### src/rtl/stream_ctrl_pkg.sv
package stream_ctrl_pkg;
  localparam int unsigned IW  = 8;
  localparam int unsigned SW  = 2;
  localparam int unsigned OPW = IW - 2 * SW;
  localparam int unsigned LW  = 2;

  typedef enum logic [OPW-1:0] {
    OP_NOP  = 4'h0,
    OP_ADD  = 4'h1,
    OP_MUL  = 4'h2,
    OP_SQRT = 4'h3
  } op_e;

  typedef enum logic [2:0] {
    PH_FADDR,
    PH_FREAD,
    PH_DEC,
    PH_EXEC,
    PH_WB
  } phase_e;

  typedef struct packed {
    logic [SW-1:0]  dst;
    logic [SW-1:0]  src;
    logic [OPW-1:0] op;
  } instr_t;

  function automatic op_e op_norm(logic [OPW-1:0] raw);
    case (raw)
      4'h1:    return OP_ADD;
      4'h2:    return OP_MUL;
      4'h3:    return OP_SQRT;
      default: return OP_NOP;
    endcase
  endfunction

  function automatic logic [LW-1:0] exec_cycles(op_e op);
    case (op)
      OP_ADD:          return 2'd1;
      OP_MUL, OP_SQRT: return 2'd2;
      default:         return 2'd0;
    endcase
  endfunction
endpackage

### src/rtl/stream_pc_unit.sv
module stream_pc_unit #(
  parameter int unsigned AW = 8
) (
  input  logic          clk_i,
  input  logic          rst_ni,
  input  logic          load_ar_i,
  input  logic          inc_pc_i,
  output logic [AW-1:0] pc_o,
  output logic [AW-1:0] ar_o
);
  always_ff @(posedge clk_i or negedge rst_ni) begin
    if (!rst_ni) begin
      pc_o <= '0;
      ar_o <= '0;
    end else begin
      if (load_ar_i) ar_o <= pc_o;
      if (inc_pc_i)  pc_o <= pc_o + 1'b1; // natural wrap
    end
  end

  a_r4_pc_step: assert property (@(posedge clk_i) disable iff (!rst_ni)
    (pc_o != $past(pc_o)) |-> (pc_o == $past(pc_o) + 1'b1));

  a_r4_pc_only_on_load: assert property (@(posedge clk_i) disable iff (!rst_ni)
    !inc_pc_i |=> $stable(pc_o));
endmodule

### src/rtl/stream_decoder.sv
module stream_decoder
  import stream_ctrl_pkg::*;
(
  input  logic [IW-1:0]  ir_i,
  output op_e            op_o,
  output logic [SW-1:0]  dst_o,
  output logic [SW-1:0]  src_o,
  output logic [LW-1:0]  len_o
);
  instr_t f;
  always_comb begin
    f     = instr_t'(ir_i);
    op_o  = op_norm(f.op);
    dst_o = f.dst;
    src_o = f.src;
    len_o = exec_cycles(op_o);
  end
endmodule

### src/rtl/stream_phase_fsm.sv
module stream_phase_fsm
  import stream_ctrl_pkg::*;
(
  input  logic          clk_i,
  input  logic          rst_ni,
  input  logic [LW-1:0] len_i,
  output logic          load_ar_o,
  output logic          load_ir_o,
  output logic          dec_o,
  output logic          exec_start_o,
  output logic          wb_en_o
);
  phase_e        ph_q, ph_d;
  logic [LW-1:0] cnt_q, len_q;

  always_comb begin
    ph_d = ph_q;
    unique case (ph_q)
      PH_FADDR: ph_d = PH_FREAD;
      PH_FREAD: ph_d = PH_DEC;
      PH_DEC:   ph_d = (len_i == '0) ? PH_FADDR : PH_EXEC;
      PH_EXEC:  ph_d = (cnt_q == len_q - 1'b1) ? PH_WB : PH_EXEC;
      PH_WB:    ph_d = PH_FADDR;
      default:  ph_d = PH_FADDR;
    endcase
  end

  always_ff @(posedge clk_i or negedge rst_ni) begin
    if (!rst_ni) begin
      ph_q  <= PH_FADDR;
      cnt_q <= '0;
      len_q <= '0;
    end else begin
      ph_q <= ph_d;
      if (ph_q == PH_DEC) begin
        len_q <= len_i;
        cnt_q <= '0;
      end else if (ph_q == PH_EXEC) begin
        cnt_q <= cnt_q + 1'b1;
      end
    end
  end

  assign load_ar_o    = (ph_q == PH_FADDR);
  assign load_ir_o    = (ph_q == PH_FREAD);
  assign dec_o        = (ph_q == PH_DEC);
  assign exec_start_o = (ph_q == PH_EXEC) && (cnt_q == '0);
  assign wb_en_o      = (ph_q == PH_WB);

  a_r8_wb_then_fetch: assert property (@(posedge clk_i) disable iff (!rst_ni)
    (ph_q == PH_WB) |=> (ph_q == PH_FADDR));

  a_r3_fetch_pair: assert property (@(posedge clk_i) disable iff (!rst_ni)
    (ph_q == PH_FADDR) |=> (ph_q == PH_FREAD));

  a_r8_exec_bounded: assert property (@(posedge clk_i) disable iff (!rst_ni)
    (ph_q == PH_EXEC) |-> (cnt_q < len_q));
endmodule

### src/rtl/stream_ctrl.sv
module stream_ctrl
  import stream_ctrl_pkg::*;
#(
  parameter int unsigned AW = 8
) (
  input  logic          clk_i,
  input  logic          rst_ni,
  output logic [AW-1:0] imem_addr_o,
  input  logic [IW-1:0] imem_data_i,
  output logic [OPW-1:0] op_o,
  output logic [SW-1:0] dst_o,
  output logic [SW-1:0] src_o,
  output logic          exec_start_o,
  output logic          wb_en_o
);
  logic          load_ar, load_ir, dec;
  logic [AW-1:0] pc;
  logic [IW-1:0] ir_q;
  op_e           d_op;
  logic [SW-1:0] d_dst, d_src;
  logic [LW-1:0] d_len;

  stream_pc_unit #(.AW(AW)) u_pc (
    .clk_i     (clk_i),
    .rst_ni    (rst_ni),
    .load_ar_i (load_ar),
    .inc_pc_i  (load_ir),
    .pc_o      (pc),
    .ar_o      (imem_addr_o)
  );

  stream_decoder u_dec (
    .ir_i  (ir_q),
    .op_o  (d_op),
    .dst_o (d_dst),
    .src_o (d_src),
    .len_o (d_len)
  );

  stream_phase_fsm u_fsm (
    .clk_i        (clk_i),
    .rst_ni       (rst_ni),
    .len_i        (d_len),
    .load_ar_o    (load_ar),
    .load_ir_o    (load_ir),
    .dec_o        (dec),
    .exec_start_o (exec_start_o),
    .wb_en_o      (wb_en_o)
  );

  always_ff @(posedge clk_i or negedge rst_ni) begin
    if (!rst_ni) begin
      ir_q  <= '0;
      op_o  <= '0;
      dst_o <= '0;
      src_o <= '0;
    end else begin
      if (load_ir) ir_q <= imem_data_i;
      if (dec) begin
        op_o  <= d_op;
        dst_o <= d_dst;
        src_o <= d_src;
      end
    end
  end

  a_r6_start_single: assert property (@(posedge clk_i) disable iff (!rst_ni)
    exec_start_o |=> !exec_start_o);

  a_r7_wb_single: assert property (@(posedge clk_i) disable iff (!rst_ni)
    wb_en_o |=> !wb_en_o);

  a_r7_wb_apart_from_start: assert property (@(posedge clk_i) disable iff (!rst_ni)
    exec_start_o |-> !wb_en_o);

  a_r5_nop_no_start: assert property (@(posedge clk_i) disable iff (!rst_ni)
    (dec && d_op == OP_NOP) |=> !exec_start_o);

  a_r2_fields_hold: assert property (@(posedge clk_i) disable iff (!rst_ni)
    !dec |=> ($stable(op_o) && $stable(dst_o) && $stable(src_o)));
endmodule

### config.mk
export PLATFORM = sky130hd
export DESIGN_NAME = stream_ctrl
export DESIGN_NICKNAME = d
export VERILOG_FILES = /design/src/rtl/stream_ctrl_pkg.sv /design/src/rtl/stream_pc_unit.sv /design/src/rtl/stream_decoder.sv /design/src/rtl/stream_phase_fsm.sv /design/src/rtl/stream_ctrl.sv
export SDC_FILE = /design/constraint.sdc
export NUM_CORES = 1
export LEC_CHECK = 0
export ABC_CLOCK_PERIOD_IN_PS = 1800
export BUFFER_PORTS_ARGS = -buffer_cell sky130_fd_sc_hd__buf_2
export CORE_MARGIN = 2
export CORE_UTILIZATION = 50
export CTS_CLUSTER_DIAMETER = 40
export DETAILED_ROUTE_END_ITERATION = 8
export GPL_ROUTABILITY_DRIVEN = 0
export PLACE_DENSITY = 0.86
export RECOVER_POWER = 100
export SLEW_MARGIN = 15
export SYNTH_ARGS = -nofsm -noshare
export SYNTH_HDL_FRONTEND = slang
export SYNTH_HIERARCHICAL = 1
export SYNTH_SLANG_ARGS = --single-unit
### constraint.sdc
create_clock -name clk_i -period 1.8 [get_ports clk_i]
set_clock_uncertainty 0.1 [all_clocks]
set_input_delay 0.18 -clock clk_i [delete_from_list [all_inputs] [get_ports clk_i]]
set_output_delay 0.18 -clock clk_i [all_outputs]
set_load 0.1 [all_outputs]
== After elaboration in Yosys (flattened, before gate mapping) ==
Index checks and enable logic that the tools add are counted.

* Bits in registers: 39
* Latch bits: 0
* Memory bits (writable): 0
* Memory bits (read-only): 0
* Input port bits: 10
* Output and inout port bits: 18
* Logic and storage cells: 36
* Memories kept: 0

* Add/subtract/negate cells: 3
* $mul: 0
* Divide/modulo/power cells: 0
* $lt $le $gt $ge: 0
* Equal/unequal tests: 11
* Shift-type cells: 0
* Mux-type cells: 7
* Bitwise operators: 0
* Reductions and logical operators: 6

{| class="wikitable"
|+ Operators with widths
! kind !! count
|-
| $pmux W3 S4 || 1
|-
| $add A8 B1 Y8 const B || 1
|-
| $eq A4 B2 Y1 const B || 2
|-
| $eq A3 B2 Y1 const B || 2
|-
| $mux W2 || 3
|-
| $pmux W2 S3 || 1
|-
| $eq A2 B2 Y1 const B || 2
|-
| $eq A4 B1 Y1 const B || 1
|-
| $logic_not A2 Y1 || 2
|-
| $pmux W2 S2 || 1
|-
| $eq A3 B1 Y1 const B || 1
|-
| $eq A3 B3 Y1 const B || 1
|-
| $logic_not A3 Y1 || 1
|-
| $mux W3 || 1
|-
| $add A2 B1 Y2 const B || 1
|-
| $eq A2 B1 Y1 const B || 1
|-
| $eq A2 B2 Y1 || 1
|-
| $reduce_bool A2 Y1 || 1
|-
| $reduce_or A2 Y1 || 1
|-
| $sub A2 B1 Y2 const B || 1
|-
| $logic_and A1 B1 Y1 || 1
|}

== Depth between registers and ports, before layout ==
Gate-level depths: netlist of the first run.

* Depth in word-level cells: 8
* Mapped depth: 6
* Depth with buffers taken out: 5

== Hierarchy ==
The synthesis of the first run kept the hierarchy.

{| class="wikitable"
|+ Modules (own cells, without submodules)
! module !! instances !! cells each !! area an instance (um2)
|-
| stream_ctrl || 1 || 34 || 663.1
|-
| stream_pc_unit || 1 || 43 || 633.1
|-
| stream_phase_fsm || 1 || 36 || 381.6
|-
| stream_decoder || 1 || 11 || 86.3
|}

== Worst setup path before layout of the first run ==
Ideal clock, no wire load.

* Kind: register -> output
* Start: register u_fsm.ph_q[0]
* End: output port wb_en_o
* Arrival time: 2.743 ns
* Data required time: 1.520 ns
* Setup slack: -1.223 ns
* Cell stages (with the launch flop): 3
* Path buffers: 1
* Cells stage by stage: dfrtp_1 > buf_2 > nor3b_1

* Longest elaborated chain between the ends: 1

{| class="wikitable"
|+ RTL lines
! what !! line !! RTL
|-
| start, declared || stream_phase_fsm.sv:13 || <nowiki>phase_e ph_q, ph_d;</nowiki>
|-
| start signal, assigned || stream_phase_fsm.sv:34 || <nowiki>ph_q <= ph_d;</nowiki>
|-
| $eq A3 B3 Y1 || stream_phase_fsm.sv:48 || <nowiki>assign wb_en_o = (ph_q == PH_WB);</nowiki>
|-
| end, declared || stream_ctrl.sv:14 || <nowiki>output logic wb_en_o</nowiki>
|}

Every way passes these cells.

== Worst setup path after layout of the first run ==
* Start: register u_fsm.ph_q[1]
* End: register ir_q[3]

* Longest elaborated chain between the ends: 1

{| class="wikitable"
|+ RTL lines
! what !! line !! RTL
|-
| $eq A3 B1 Y1 || stream_phase_fsm.sv:45 || <nowiki>assign load_ir_o = (ph_q == PH_FREAD);</nowiki>
|-
| named net load_ir || stream_ctrl.sv:16 || <nowiki>logic load_ar, load_ir, dec;</nowiki>
|-
| end signal, assigned || stream_ctrl.sv:58 || <nowiki>if (load_ir) ir_q <= imem_data_i;</nowiki>
|-
| end, declared || stream_ctrl.sv:18 || <nowiki>logic [IW-1:0] ir_q;</nowiki>
|}

The timed path passes the listed nets, and every way through them passes these cells.
A chain may end at the register's enable or synchronous reset.

==> qor.txt, run 1 <==
Ys async rst share: 1.000
Worst-path maximum fanout: 8
Mean routed wirelength per cell: 15.05 um
Root Driver: clkbuf_4
CTS buffer count: 5
Worst endpoint data arrival time: 1860 ps
Vias in the first global route: 1106
Pins over their slew limit: 0
Max Cap Viol: 0
Drt initial violations: 35
Fill cells: 289
Final WL: 3.190 mm
Mapped Area: 1764 um^2
#FFs+latches synth: 39
Crit path max-delay cell type: dfrtp_2
Worst slew pin tran: 954.6 ps
Kind of critical path: register to register
Initial core utilization: 0.5246
CTS Sinks: 39
Post-Syn Instances: 124
Top delay family on crit path: flip-flops
Row count: 21
Die area: 4020 um^2
RSZ-0062 raised after global routing: false
Most frequent cells in the layout: dfrtp_1 (37), clkbuf_2 (19), mux2_2 (11), mux2_4 (10), buf_2 (10)
Crit-path cells: nor2b_1, nor2b_1, buf_2, mux2_4
Post-layout net count: 177
Final Hold Fails: 0
CP endpoint kind: register
First-pass iteration count of the detailed router: 4
Initial antenna violation count: 0
Total gr overflow: 0
Minimum clock period: 1719 ps
Vias per cell: 5.047
Slowest cell delay on critical path: 460 ps
Tcrit/Tclk final: 0.9548
Placed cell areas: 1969 um^2
Core area: 3363 um^2
Clk buf depth: 2
Port bufs: 27
Post-route ant nets: 0
Commonest non-fill, non-tap cell in the layout: dfrtp_1
Status: finished, final reports clean
Vias post-DR: 1070
Antenna diodes: 0
Total global-route track usage: 0.1791
Worst R2R Setup Slack: 80 ps
Largest net degree at the start of global routing: 40
Die height: 63.40 um
Drc violations: 0
Most frequent CP cell: nor2b_1
Worst path bufs/invs: 1
First-pass GRT wire length: 5.354 mm
Fin area: 2116 um^2
Worst min path class: register to register
Worst skew pair latency: 350 ps
IO Count: 28
Die W: 63.40 um
Unique masters post-synth: 30
HPWL Detailed: 2.119 mm
Layout cells sized above 1: 0.4157
EDFF count, synth: 0
Slew margin rel.: 0.3636
CTS tree: done
Area Growth Syn to Fin: 19.93%
Max Clk Rate: 0.5819 GHz
Setup crit start kind: register
Avg Cell Area, Syn: 14.23 um^2
H-Tree Depth: 2
CP required: 1940 ps
Worst-path clk slew: 110 ps
Top_reg_cell synth: dfrtp_1
Setup Total Neg Slack: 0 ps
Seq/Total Area, Yosys: 0.5532
Final setup fails: 0
Synth warn: 6
logic make-up after synthesis:
group / share of synthesized area
other: 0.002126
flip-flops: 0.5532
buffers and inverters: 0.05248
multiplexers: 0.2121
XOR/XNOR: 0.04397
AO/OA/AOI/OAI: 0.02340
adder cells (fa/ha/maj): 0.01418
AND/OR/NAND/NOR: 0.09857
metal layers:
metal	track usage	vias up	part of all wire
met5	0	-	0
met4	0.05707	0	0.012
met3	0.06429	4	0.057
met2	0.2961	27	0.49
met1	0.2185	538	0.44
li1	-	501	-
through the flow:
stage	utilization	setup slack (ps)	std cells	hold WS (ps)
finish	0.6291	81.39	212	386.4
global route	0.6291	14.45	212	413.2
CTS	0.6436	3.640	211	208.7
detailed placement	0.5856	153.6	194	61.77
global placement	0.5856	265.2	194	58.51
floorplan	-	28.33	125	-215.6
flip-flops by register name (all words and copies together) (netlist names):
register	flops
dst_o	2
ir_q	8
op_o	4
src_o	2
u_fsm/cnt_q	2
u_fsm/len_q	2
u_fsm/ph_q	3
u_pc/ar_o	8
u_pc/pc_o	8
path summary, 6_finish.rpt:
path / startpoint / to / cells after the start
setup / recovery: u_fsm/ph_q[1] / ir_q[3] / 4
hold / removal: u_pc/pc_o[7] / u_pc/pc_o[7] / 1
hold reg to reg: u_pc/pc_o[7] / u_pc/pc_o[7] / 1
setup reg to reg: u_fsm/ph_q[1] / ir_q[3] / 4
min in group asynchronous: rst_ni / ir_q[0] / 3
max in group asynchronous: rst_ni / u_fsm/ph_q[2] / 3
cell type report:
| class | count | area, um^2 | share of cell area |
|---|---|---|---|
| clock buffers | 6 | 41.29 | 0.01952 |
| clock inverters | 2 | 60.06 | 0.02839 |
| multi-input cells | 73 | 674.4 | 0.3187 |
| repair buffers | 44 | 296.5 | 0.1402 |
| inverters | 2 | 7.507 | 0.003548 |
| well taps | 46 | 57.56 | 0.02720 |
| flip-flops and latches | 39 | 978.4 | 0.4624 |
repair_timing:
item,CTS,global route
endpoints found under the hold margin,47,0
hold buffers,9,0
cloned,0,0
gates resized for setup,2,3
buffers inserted,0,1
setup endpoints to repair,2,2
synth_stat cells, types with 2 or more instances:
library cell | number | area share
dfrtp_1 | 39 | 0.55
mux2_4 | 16 | 0.14
mux2_2 | 11 | 0.070
buf_4 | 7 | 0.030
nand2_1 | 4 | 0.0085
nor2_1 | 4 | 0.0085
nor2b_1 | 4 | 0.014
xor2_1 | 4 | 0.020
nand2b_1 | 3 | 0.011
nand4_1 | 3 | 0.011
nor3b_1 | 3 | 0.013
xnor2_1 | 3 | 0.015
buf_2 | 2 | 0.0057
buf_6 | 2 | 0.013
ha_1 | 2 | 0.014
inv_1 | 2 | 0.0043
o21ai_0 | 2 | 0.0057
Power of run 1 is left out: the tool's default activity adds up to more than one toggle a clock period on the data nets, which glitch-free logic cannot reach.
==> run 2: changes to the inputs <==
- CAP_MARGIN: default -> 0
- CTS_BUF_LIST: default -> sky130_fd_sc_hd__clkbuf_4 sky130_fd_sc_hd__clkbuf_8
==> run 2 against run 1 <==
Net effect:
- via count decreased by 0.65%
- wire length is 2.4% lower
- non-clock buffer count unchanged
- global-route usage is 0.24 points lower
- core utilization up 0.11 points
- fmax shrank 0.25%
- design area up 0.18%
- sequential share of layout area fell by 0.082 points
==> qor.txt, run 2 (synthesized netlist as in run 1, its figures left out) <==
Largest net degree at the start of global routing: 40 (unchanged)
FF-to-FF path depth: 4 (unchanged)
Initial core utilization: 0.5246 (unchanged)
RSZ-0062 raised after global routing: false (unchanged)
Worst-path clk slew: 120 ps (was 110 ps)
Drc violations: 0 (unchanged)
Antenna diodes: 0 (unchanged)
Pins over their slew limit: 0 (unchanged)
Minimum clock period: 1723 ps (was 1719 ps)
CTS Sinks: 39 (unchanged)
Hold path depth: 1 (unchanged)
CP endpoint kind: register (unchanged)
Max Cap Viol: 0 (unchanged)
Hold Startpoint: u_pc/pc_o[7] (unchanged)
Fin area: 2120 um^2 (was 2116 um^2)
Setup Total Neg Slack: 0 ps (unchanged)
Root Driver: clkbuf_4 (unchanged)
Total global-route track usage: 0.1767 (was 0.1791)
Total gr overflow: 0 (unchanged)
Final WL: 3.113 mm (was 3.190 mm)
Top Registers: ir_q (8), u_pc/ar_o (8), u_pc/pc_o (8) (unchanged)
Tcrit/Tclk final: 0.9572 (was 0.9548)
Layout cells sized above 1: 0.4217 (was 0.4157)
H-Tree Depth: 2 (unchanged)
IO Count: 28 (unchanged)
CTS buffer count: 5 (unchanged)
Worst Hold End: u_pc/pc_o[7] (unchanged)
HPWL Detailed: 2.119 mm (unchanged)
Fill cells: 288 (was 289)
Max Clk Rate: 0.5804 GHz (was 0.5819 GHz)
Die height: 63.40 um (unchanged)
Area of the multi-input gates: 674.4 um^2 (unchanged)
Worst R2R Setup Slack: 80 ps (about the same)
Mean routed wirelength per cell: 14.68 um (was 15.05 um)
Commonest non-fill, non-tap cell in the layout: dfrtp_1 (unchanged)
Initial antenna violation count: 0 (unchanged)
Core area: 3363 um^2 (unchanged)
Post-layout net count: 177 (unchanged)
Placed cell areas: 1969 um^2 (unchanged)
Setup crit start kind: register (unchanged)
Final Hold Slack: 385.2 ps (was 386.4 ps)
Worst min path class: register to register (unchanged)
Final setup fails: 0 (unchanged)
Finished Layout Cells: 212 (unchanged)
CP required: 1950 ps (was 1940 ps)
Drt initial violations: 27 (was 35)
Vias in the first global route: 1101 (was 1106)
Worst endpoint data arrival time: 1870 ps (was 1860 ps)
Worst slew pin tran: 959.2 ps (was 954.6 ps)
First-pass GRT wire length: 5.333 mm (was 5.354 mm)
Post-route ant nets: 0 (unchanged)
Most frequent cells in the layout: dfrtp_1 (37), clkbuf_2 (20), mux2_2 (11), mux2_4 (10) (was dfrtp_1 (37), clkbuf_2 (19), mux2_2 (11), mux2_4 (10), buf_2 (10))
Status: finished, final reports clean (unchanged)
Area Growth Syn to Fin: 20.14% (was 19.93%)
First-pass iteration count of the detailed router: 3 (was 4)
Die W: 63.40 um (unchanged)
Port bufs: 27 (unchanged)
Vias per cell: 5.014 (was 5.047)
Clk buf depth: 2 (unchanged)
Die area: 4020 um^2 (unchanged)
Worst R2R Start: u_fsm/ph_q[1] (unchanged)
Post-Place Cells: 194 (unchanged)
Slew margin rel.: 0.3605 (was 0.3636)
Kind of critical path: register to register (unchanged)
Vias post-DR: 1063 (was 1070)
CTS tree: done (unchanged)
Worst-path maximum fanout: 8 (unchanged)
Final Hold Fails: 0 (unchanged)
FF/Latch Area: 978.4 um^2 (unchanged)
RR Endpoint: ir_q[4] (was ir_q[3])
Worst skew pair latency: 350 ps (about the same)
Row count: 21 (unchanged)
## run 2: worst max-delay path by stage
stage,start,endpoint,slack (ps),depth (start not counted)
after floorplan,u_fsm/ph_q[1],exec_start_o,30,2
after global placement,u_fsm/ph_q[1],u_pc/pc_o[5],270,6
after detailed placement,u_fsm/ph_q[1],u_pc/pc_o[5],150,6
after CTS,u_fsm/ph_q[1],exec_start_o,4,3
after global routing,u_fsm/ph_q[1],ir_q[2],6,4
final,u_fsm/ph_q[1],ir_q[4],80,4
## run 2: layer usage
metal  part of all wire  wire [um]  global-route usage
met3              0.053        164             0.06429
met2               0.50       1549              0.2908
met1               0.44       1360              0.2159
met4              0.012         38             0.05707
met5                  0          0                   0
## run 2: per-stage QoR
step,utilization,worst slack (ps)
2_1_floorplan,-,28.33
3_3_place_gp,0.5856,265.2
3_5_place_dp,0.5856,153.6
4_1_cts,0.6447,3.640
5_1_grt,0.6302,5.644
6_report,0.6302,77.00
## run 2: cell type report
class / instances / share of cell area
Tap cell: 46 / 0.02715
Clock inverter: 2 / 0.02834
Clock buffer: 6 / 0.02125
Timing Repair Buffer: 44 / 0.1399
Sequential cell: 39 / 0.4616
Multi-Input combinational cell: 73 / 0.3182
Inverter: 2 / 0.003542
## run 2: worst max-delay path, cell delays in order (launching register included)
cell      delay [ps]
dfrtp_2          460
nor2b_1          190
nor2b_1          220
clkbuf_2         310
mux2_4           340
## run 2: what timing repair did
item | 4_1_cts | 5_1_grt
hold endpoints to repair | 47 | 0
hold buffers | 9 | 0
setup endpoints to repair | 2 | 2
resized for setup | 2 | 3
setup buffers | 0 | 1
Power of run 2 is left out for the same reason.
==> run 3: changes to the inputs <==
- RECOVER_POWER: 100 -> default
==> run 3 against run 2 <==
Net effect:
- global-route usage did not move
- die area stayed put
- non-clock buffer count stayed put
- fmax increased by 0.86%
- first-iteration DRC count rose by 11%
- cell count unchanged
- via count grew 1.0%
- clock-buffer cell count stayed put
- design area rose by 3.0%
- register-to-register slack improved by 100 ps
==> qor.txt, run 3 (synthesized netlist as in run 1, its figures left out) <==
Vias in the first global route: 1101 (unchanged)
RSZ-0062 raised after global routing: false (unchanged)
Final WL: 3.121 mm (was 3.113 mm)
Worst min path class: input pin to asynchronous set/reset pin (was register to register)
Setup Total Neg Slack: 0 ps (unchanged)
CTS Sinks: 39 (unchanged)
Die height: 63.40 um (unchanged)
Port bufs: 27 (unchanged)
Kind of critical path: register to output port (was register to register)
RR Endpoint: u_pc/pc_o[5] (was ir_q[4])
Die W: 63.40 um (unchanged)
Total gr overflow: 0 (unchanged)
CP endpoint kind: output port (was register)
Vias post-DR: 1074 (was 1063)
Initial core utilization: 0.5246 (unchanged)
Fill cells: 269 (was 288)
Worst R2R Setup Slack: 180 ps (was 80 ps)
CP required: 1520 ps (was 1950 ps)
Area Growth Syn to Fin: 23.76% (was 20.14%)
Final setup fails: 0 (unchanged)
Clk buf depth: 2 (unchanged)
Most frequent cells in the layout: dfrtp_1 (37), buf_2 (25), mux2_4 (16), mux2_2 (11), dlygate4sd3_1 (9) (was dfrtp_1 (37), clkbuf_2 (20), mux2_2 (11), mux2_4 (10))
Final Hold Fails: 0 (unchanged)
Setup crit start kind: register (unchanged)
Core area: 3363 um^2 (unchanged)
Drt initial violations: 30 (was 27)
Pins over their slew limit: 0 (unchanged)
Post-layout net count: 177 (unchanged)
Root Driver: clkbuf_4 (unchanged)
Vias per cell: 5.066 (was 5.014)
Final Hold Slack: 217.1 ps (was 385.2 ps)
Row count: 21 (unchanged)
Die area: 4020 um^2 (unchanged)
Max Clk Rate: 0.5854 GHz (was 0.5804 GHz)
CTS tree: done (unchanged)
Tcrit/Tclk final: 0.9490 (was 0.9572)
Mean routed wirelength per cell: 14.72 um (was 14.68 um)
Initial antenna violation count: 0 (unchanged)
Worst-path maximum fanout: 9 (was 8)
Worst-path clk slew: 110 ps (was 120 ps)
Max Cap Viol: 0 (unchanged)
Top Registers: ir_q (8), u_pc/ar_o (8), u_pc/pc_o (8) (unchanged)
HPWL Detailed: 2.119 mm (unchanged)
First-pass GRT wire length: 5.333 mm (unchanged)
Worst endpoint data arrival time: 1430 ps (was 1870 ps)
Total global-route track usage: 0.1767 (unchanged)
Drc violations: 0 (unchanged)
FF-to-FF path depth: 6 (was 4)
Status: finished, final reports clean (unchanged)
CTS buffer count: 5 (unchanged)
Post-route ant nets: 0 (unchanged)
IO Count: 28 (unchanged)
H-Tree Depth: 2 (unchanged)
Layout cells sized above 1: 0.4819 (was 0.4217)
Minimum clock period: 1708 ps (was 1723 ps)
Largest net degree at the start of global routing: 40 (unchanged)
Worst skew pair latency: 350 ps (about the same)
First-pass iteration count of the detailed router: 4 (was 3)
Commonest non-fill, non-tap cell in the layout: dfrtp_1 (unchanged)
Worst R2R Start: u_fsm/ph_q[1] (unchanged)
Antenna diodes: 0 (unchanged)
[run 3: changes by cell type in the layout (fill, tap and decap cells not counted), moves of 3 or more]
cell,delta
buf_4,+3
buf_2,+16
mux2_4,+6
clkbuf_2,-20
mux2_1,-6
[run 3: repair_timing]
item,in CTS,in global routing
endpoints found under the hold margin,47,0
setup buffers,0,1
gates resized for setup,2,3
hold buffers,9,0
endpoints found under the setup margin,2,2
[run 3: cell type report]
| type | instances | area, um^2 | area share |
|---|---|---|---|
| flip-flops and latches | 39 | 978.4 | 0.4481 |
| clock inverters | 2 | 60.06 | 0.02751 |
| clock buffers | 6 | 45.04 | 0.02063 |
| multi-input cells | 73 | 715.7 | 0.3278 |
| repair buffers | 44 | 319.1 | 0.1461 |
| inverters | 2 | 7.507 | 0.003438 |
| well taps | 46 | 57.56 | 0.02636 |
[run 3: worst max-delay path by stage]
stage / depth (start not counted) / to / start / slack, ps
2_1_floorplan: 2 / exec_start_o / u_fsm/ph_q[1] / 30
5_1_grt: 3 / exec_start_o / u_fsm/ph_q[2] / 10
3_3_place_gp: 6 / u_pc/pc_o[5] / u_fsm/ph_q[1] / 270
3_5_place_dp: 6 / u_pc/pc_o[5] / u_fsm/ph_q[1] / 150
4_1_cts: 3 / exec_start_o / u_fsm/ph_q[1] / 4
6_report: 3 / wb_en_o / u_fsm/ph_q[0] / 90
[run 3: worst max-delay path: stages (launching register included)]
cell	delay, ps
dfrtp_1	430
buf_4	180
nor3b_4	210
buf_6	250
[run 3: per-layer routing]
metal,vias up,global-route usage,share of wire
met4,0,0.05707,0.012
met3,4,0.06429,0.055
met5,-,0,0
met1,543,0.2159,0.44
met2,27,0.2908,0.50
li1,500,-,-
[run 3: per-stage QoR]
step	worst slack [ps]	instance area, um^2	instances	utilization
2_1_floorplan	28.33	1782	125	-
3_3_place_gp	265.2	1969	194	0.5856
3_5_place_dp	153.6	1969	194	0.5856
4_1_cts	3.640	2168	211	0.6447
5_1_grt	14.14	2183	212	0.6492
6_report	91.76	2183	212	0.6492
Power of run 3 is left out for the same reason.
